===== src/rtl/opag_pkg.sv =====
// Shared encodings for the operand address generator.
package opag_pkg;
    typedef enum logic [2:0] {
        M_POSTINC  = 3'd0,
        M_IDX_N0   = 3'd1,
        M_IDX_RM   = 3'd2,
        M_SHORT    = 3'd3,
        M_WORD     = 3'd4,
        M_SP_SHORT = 3'd5,
        M_SP_WORD  = 3'd6,
        M_RSVD     = 3'd7
    } mode_e;

    localparam logic [1:0] W_WORD  = 2'd1;

    localparam logic [1:0] LD_ADDR = 2'd0;
    localparam logic [1:0] LD_OFFS = 2'd1;
    localparam logic [1:0] LD_SP   = 2'd2;
endpackage


===== src/rtl/opag_regfile.sv =====
// Address, offset and banked stack-pointer storage.
// Assumes: one load port and one write-back port; a load to the same
// address register beats the write-back. Reads are combinational, so a
// same-cycle reader sees the value from before the edge.
module opag_regfile
    import opag_pkg::*;
#(
    parameter int NREG = 8,
    parameter int AW   = 32,
    localparam int IW  = $clog2(NREG)
) (
    input  logic                      clk,
    input  logic                      rst_n,
    input  logic                      ld_en,
    input  logic [1:0]                ld_kind,
    input  logic [IW-1:0]             ld_idx,
    input  logic [AW-1:0]             ld_data,
    input  logic                      wb_en,
    input  logic [IW-1:0]             wb_idx,
    input  logic [AW-1:0]             wb_data,
    input  logic [IW-1:0]             rn_sel,
    input  logic [IW-1:0]             rm_sel,
    input  logic                      exc_state,
    output logic [AW-1:0]             rn_val,
    output logic [AW-1:0]             rm_val,
    output logic [AW-1:0]             ni_val,
    output logic [AW-1:0]             n0_val,
    output logic [AW-1:0]             sp_val,
    output logic [NREG-1:0][AW-1:0]   a_all,
    output logic [NREG-1:0][AW-1:0]   n_all,
    output logic [1:0][AW-1:0]        sp_all
);
    logic [NREG-1:0][AW-1:0] a_q;
    logic [NREG-1:0][AW-1:0] n_q;
    logic [1:0][AW-1:0]      sp_q;

    // Address registers: load first, then post-increment write-back.
    always_ff @(posedge clk) begin
        if (!rst_n) begin
            a_q <= '0;
        end else begin
            for (int i = 0; i < NREG; i++) begin
                if (ld_en && ld_kind == LD_ADDR && ld_idx == IW'(i))
                    a_q[i] <= ld_data;
                else if (wb_en && wb_idx == IW'(i))
                    a_q[i] <= wb_data;
            end
        end
    end

    // Offset registers: written only through the load port.
    always_ff @(posedge clk) begin
        if (!rst_n) begin
            n_q <= '0;
        end else begin
            for (int i = 0; i < NREG; i++) begin
                if (ld_en && ld_kind == LD_OFFS && ld_idx == IW'(i))
                    n_q[i] <= ld_data;
            end
        end
    end

    // Stack pointers: bank 0 normal, bank 1 exception.
    always_ff @(posedge clk) begin
        if (!rst_n) begin
            sp_q <= '0;
        end else if (ld_en && ld_kind == LD_SP) begin
            sp_q[ld_idx[0]] <= ld_data;
        end
    end

    // Read muxes.
    always_comb begin
        rn_val = a_q[rn_sel];
        rm_val = a_q[rm_sel];
        ni_val = n_q[rm_sel];
        n0_val = n_q[0];
        sp_val = sp_q[exc_state];
    end

    assign a_all  = a_q;
    assign n_all  = n_q;
    assign sp_all = sp_q;
endmodule


===== src/rtl/opag_offset.sv =====
// Selects and scales the offset for the current mode.
// Assumes: width code doubles as the shift amount; stack short mode
// shifts by 1 for word access and 2 otherwise; word displacements are
// byte offsets and are sign-extended, not scaled.
module opag_offset
    import opag_pkg::*;
#(
    parameter int AW  = 32,
    parameter int SHW = 6,
    parameter int DW  = 15
) (
    input  mode_e            mode,
    input  logic [1:0]       width,
    input  logic [AW-1:0]    rm_val,
    input  logic [AW-1:0]    ni_val,
    input  logic [AW-1:0]    n0_val,
    input  logic [SHW-1:0]   imm_short,
    input  logic [DW-1:0]    imm_word,
    output logic [AW-1:0]    off,
    output logic             sub
);
    logic [AW-1:0] disp_sx;
    logic [AW-1:0] short3_zx;
    logic [AW-1:0] short_zx;
    logic [1:0]    sp_sh;

    // Extended immediates and stack scaling amount.
    always_comb begin
        disp_sx   = {{(AW-DW){imm_word[DW-1]}}, imm_word};
        short3_zx = AW'(imm_short[2:0]);
        short_zx  = AW'(imm_short);
        sp_sh     = (width == W_WORD) ? 2'd1 : 2'd2;
    end

    // Per-mode offset and direction.
    always_comb begin
        sub = 1'b0;
        unique case (mode)
            M_POSTINC:  off = ni_val << width;
            M_IDX_N0:   off = n0_val << width;
            M_IDX_RM:   off = rm_val << width;
            M_SHORT:    off = short3_zx << width;
            M_WORD:     off = disp_sx;
            M_SP_SHORT: begin off = short_zx << sp_sh; sub = 1'b1; end
            M_SP_WORD:  off = disp_sx;
            default:    off = '0;
        endcase
    end
endmodule


===== src/rtl/opnd_addr_gen.sv =====
// Top level: effective address and post-increment write-back.
// Assumes: one shared adder/subtractor forms both the addressed sum and
// the write-back value; stack modes use the banked stack pointer as base.
module opnd_addr_gen
    import opag_pkg::*;
#(
    parameter int NREG = 8,
    parameter int AW   = 32,
    parameter int SHW  = 6,
    parameter int DW   = 15,
    localparam int IW  = $clog2(NREG)
) (
    input  logic            clk,
    input  logic            rst_n,
    input  logic [2:0]      mode,
    input  logic [1:0]      width,
    input  logic [IW-1:0]   rn_sel,
    input  logic [IW-1:0]   rm_sel,
    input  logic            exc_state,
    input  logic [SHW-1:0]  imm_short,
    input  logic [DW-1:0]   imm_word,
    input  logic            upd,
    input  logic            ld_en,
    input  logic [1:0]      ld_kind,
    input  logic [IW-1:0]   ld_idx,
    input  logic [AW-1:0]   ld_data,
    output logic [AW-1:0]   ea,
    output logic            wb_en,
    output logic [IW-1:0]   wb_idx,
    output logic [AW-1:0]   wb_data
);
    mode_e                   m;
    logic [AW-1:0]           rn_val, rm_val, ni_val, n0_val, sp_val;
    logic [NREG-1:0][AW-1:0] a_all, n_all;
    logic [1:0][AW-1:0]      sp_all;
    logic [AW-1:0]           off, base, sum;
    logic                    sub, use_sp;

    assign m = mode_e'(mode);

    opag_regfile #(.NREG(NREG), .AW(AW)) u_rf (
        .clk(clk), .rst_n(rst_n),
        .ld_en(ld_en), .ld_kind(ld_kind), .ld_idx(ld_idx), .ld_data(ld_data),
        .wb_en(wb_en), .wb_idx(wb_idx), .wb_data(wb_data),
        .rn_sel(rn_sel), .rm_sel(rm_sel), .exc_state(exc_state),
        .rn_val(rn_val), .rm_val(rm_val), .ni_val(ni_val), .n0_val(n0_val),
        .sp_val(sp_val), .a_all(a_all), .n_all(n_all), .sp_all(sp_all)
    );

    opag_offset #(.AW(AW), .SHW(SHW), .DW(DW)) u_off (
        .mode(m), .width(width), .rm_val(rm_val), .ni_val(ni_val),
        .n0_val(n0_val), .imm_short(imm_short), .imm_word(imm_word),
        .off(off), .sub(sub)
    );

    // Base select and the single shared adder.
    always_comb begin
        use_sp = (m == M_SP_SHORT) || (m == M_SP_WORD);
        base   = use_sp ? sp_val : rn_val;
        sum    = sub ? (base - off) : (base + off);
    end

    // Output steering: post-increment addresses the unmodified base.
    always_comb begin
        unique case (m)
            M_POSTINC: ea = rn_val;
            M_RSVD:    ea = '0;
            default:   ea = sum;
        endcase
        wb_en   = upd && (m == M_POSTINC);
        wb_idx  = rn_sel;
        wb_data = sum;
    end
endmodule


===== config.mk =====
export PLATFORM = sky130hd
export DESIGN_NAME = opnd_addr_gen
export DESIGN_NICKNAME = d
export VERILOG_FILES = /design/src/rtl/opag_pkg.sv /design/src/rtl/opag_regfile.sv /design/src/rtl/opag_offset.sv /design/src/rtl/opnd_addr_gen.sv
export SDC_FILE = /design/constraint.sdc
export NUM_CORES = 2
export LEC_CHECK = 0
export CORE_MARGIN = 1.5
export CORE_UTILIZATION = 57
export CTS_BUF_LIST = sky130_fd_sc_hd__clkbuf_8
export DETAILED_ROUTE_END_ITERATION = 10
export PLACE_DENSITY = 0.8
export SETUP_SLACK_MARGIN = 0.2
export SLEW_MARGIN = 25
export SYNTH_ARGS = -nofsm -noshare
export SYNTH_HDL_FRONTEND = slang
export SYNTH_SLANG_ARGS = --single-unit

===== constraint.sdc =====
create_clock -name clk -period 9.4 [get_ports clk]
set_input_delay 0.94 -clock clk [delete_from_list [all_inputs] [get_ports clk]]
set_output_delay 0.94 -clock clk [all_outputs]
set_load 0.005 [all_outputs]

==> out/metrics.cfg <==
[sta]
rsz0062_at_grt = true
hold-worst-slack_ns = 0.449
slew_violations = 0
tns_ns = 0
relSlewSlack_pct = 24.0
fin_crit_ns = 8.86
finalHoldViolCount = 0
clock.fmax_mhz = 113
tightest_slew_ns = 1.14
post-route-period-util_pct = 94.2
setup_viol_count_final = 0
fin_worst_skew_ns = 0.0323

[worst_setup_path]
path_buf_inv = 4
cp_max_fo = 40
slowest_stage = xnor3_2
crit_path_start_kind = input port
path_class = input port to primary output
regToRegStartpoint = u_rf.a_all[0]$_SDFFE_PN0P_
cp_top_family = simple AND/OR/NAND/NOR gates
crit_top_cell = or3_1
reg2reg_depth = 30
end_kind = primary output
worstPathArrival_ns = 7.92
crit_required_ns = 8.46
max_stage_delay_ns = 0.50
r2r_setup_slack_ns = 2.59
r2r_end = u_rf.a_all[95]$_SDFFE_PN0P_

[global_route]
grt_pass1_vias = 30900
grt_pass1_wl_um = 189000
grt_max_degree = 231
antenna_found_initial = 2
track_usage_pct = 41.3
gr-total-overflow = 0

[floorplanning]
chipWidth_um = 245
pin_count = 142
die_area_mm2 = 0.0599
coreArea_mm2 = 0.0577
row_count = 88
dieHeight_um = 245
initial_core_util_pct = 57.7

[clock_tree]
numCtsBuffers = 97
tritoncts = yes
post_cts_resize_count = 0
cts_setup_buffers = 0
clk_latency_ns = 0.72
cts_hold_repair.buffers = 0
htree_num_levels = 3
clock_sinks = 576
clock-root-buffer = clkbuf_8
path_clk_slew_ns = 0.06
cts_max_path_buffers = 3

[synthesis]
async_reset_ff_share_pct = 0
yosysTopAreaCellShare_pct = 34.6
synthTopCellsByArea = dfxtp_1, nand2_1, mux4_2, a21oi_1, o21ai_0
synth-warning-count = 0
syn_inst = 4155
ys.flop_type = dfxtp_1
synth_edf_count = 0
postSynthAreaPerCell_um2 = 8.01
ys_ff_latch = 576
netlist-cell-type-count = 91
netlist_area_mm2 = 0.0333
yosys.area.top_type = dfxtp_1
yosysSeqAreaShare_pct = 34.6
syn_nets = 4262

[placed_design]
port_buffers = 141
place_area_mm2 = 0.0349
dp.final_hpwl_um = 81700
dp_cells = 4785
place_congestion = 1.05

[power]
power_density_mw_per_mm2 = 170
leakage_nw = 13.3
peakVddDrop_v = 0.000143

[flow_run]
drv_cap = 0

[drt]
routed_wl_um = 126000
via_per_inst = 6.71
via_count = 33300
drcViolationCount = 0
drtIter0Drc = 4698
drt_pre_antenna_iters = 6
drt-wirelength-per-cell_um = 25.4
drtAntennaViolNets = 0

[worst_hold_path]
min_to = u_rf.n_all[127]$_SDFFE_PN0P_
hold_path.class = flip-flop to flip-flop
hp-start = u_rf.n_all[127]$_SDFFE_PN0P_
worstHoldPathCells = 2

[layout]
final_cell_area_mm2 = 0.0371
final_cells = 4963
layout.nets = 4227
drive_above_1_share_pct = 12.7
area_delta_synth_final_pct = 11.5

[run_status]
status = completed

## layout by cell type, fill, tap and decap left out, drive strengths merged, types with 15 or more instances in the layout
| master | netlist | layout |
|---|---|---|
| nand2 | 925 | 925 |
| dfxtp | 576 | 576 |
| a21oi | 560 | 560 |
| nor2 | 314 | 314 |
| o21ai | 240 | 240 |
| mux4 | 157 | 157 |
| buf | 82 | 150 |
| clkdlybuf4s50 | 0 | 127 |
| clkbuf | 322 | 125 |
| o211ai | 112 | 112 |
| mux2i | 108 | 108 |
| inv | 48 | 78 |
| a211oi | 76 | 76 |
| o22ai | 61 | 61 |
| nor2b | 49 | 49 |
| mux2 | 41 | 41 |
| nor3 | 38 | 38 |
| a311oi | 37 | 37 |
| ha | 32 | 32 |
| xnor2 | 31 | 31 |
| nand2b | 30 | 30 |
| a21o | 28 | 28 |
| nand3 | 28 | 28 |
| a22oi | 26 | 26 |
| xor2 | 25 | 25 |
| o21a | 19 | 19 |
| and2 | 16 | 16 |
| clkinv | 5 | 15 |
## worst max-delay path by stage
stage / start / to / slack [ns] / depth (start not counted)
2_1_floorplan: rm_sel[1] / ea[31] / 1.77 / 28
3_3_place_gp: rm_sel[0] / ea[31] / 0.49 / 32
3_5_place_dp: rm_sel[0] / ea[31] / 0.49 / 32
4_1_cts: mode[0] / ea[31] / 0.40 / 29
5_1_grt: rm_sel[0] / ea[31] / 0.18 / 32
6_report: rm_sel[1] / wb_data[31] / 0.54 / 26
## state kept, by name, summed over array words and instances (netlist names)
| register | count |
|---|---|
| u_rf.n0_val | 32 |
| u_rf.a_all | 256 |
| u_rf.n_all | 224 |
| u_rf.sp_all | 64 |
## report_power, final
part | internal [mW] | switching, mW
Sequential | 2.48 | 0.0218
Combinational | 0.518 | 0.843
Clock | 1.38 | 1.08
## cell families (layout without fill, tap and decap cells)
group           after synthesis  in the layout  synth area share (%)
simple gates               1450           1450                  17.9
compound gates             1268           1268                  22.9
flops                       576            576                  34.6
buf+inv                     465            505                  6.40
mux                         306            306                  15.4
xor+xnor                     57             57                  1.54
fa+ha+maj                    33             33                  1.26
other cells                   0              3                     0
## through the flow
step	power [mW]	util [%]	setup slack [ns]
6_report	6.31	64.3	0.545
5_1_grt	6.48	64.3	0.175
4_1_cts	6.26	64.2	0.405
3_5_place_dp	3.85	60.5	0.492
3_3_place_gp	3.85	60.5	0.493
2_1_floorplan	3.25	-	1.77
## cell type report
| type | instances | area, um^2 |
|---|---|---|
| flip-flops and latches | 576 | 11500 |
| well taps | 765 | 957 |
| clock buffers | 125 | 1720 |
| fillers | 4994 | 20600 |
| diodes | 3 | 7.51 |
| clock inverters | 49 | 392 |
| repair buffers | 278 | 2490 |
| inverters | 53 | 206 |
| multi-input cells | 3114 | 19800 |
## Yosys cell counts (6+ instances only)
master / n
nand2_1: 925
xor2_1: 25
o311ai_0: 6
or3_1: 6
a21o_1: 28
buf_1: 26
dfxtp_1: 576
xnor2_1: 31
nand2b_1: 30
nor4_1: 6
o21bai_1: 8
ha_1: 32
a21oi_1: 560
nor2b_1: 49
clkbuf_4: 6
mux4_1: 15
clkbuf_1: 316
o22ai_1: 61
buf_2: 22
a211oi_1: 76
o221ai_1: 7
nand4_1: 6
mux4_2: 142
inv_1: 46
and2_1: 14
nor2_1: 314
nor3_1: 38
a311oi_1: 37
buf_12: 9
o21a_1: 19
o21ai_0: 239
o211ai_1: 112
nand3_1: 28
a22oi_1: 26
buf_6: 12
a221oi_1: 9
mux2_2: 41
mux2i_1: 108
and3_1: 10
buf_4: 13
a31oi_1: 13
## worst min-delay path, stage by stage, from the launching register on
cell and delay [ns]:
dfxtp_1 0.30, nand2_1 0.05, a21oi_1 0.05
## per-layer routing
| metal | GRT usage, % | up-vias | part of all wire [%] |
|---|---|---|---|
| met3 | 8.56 | 541 | 12 |
| li1 | - | 14700 | - |
| met4 | 28.1 | 0 | 7.7 |
| met5 | 0 | - | 0 |
| met1 | 54.5 | 15600 | 37 |
| met2 | 60.8 | 2453 | 43 |
(Power assumes the default switching activity.)
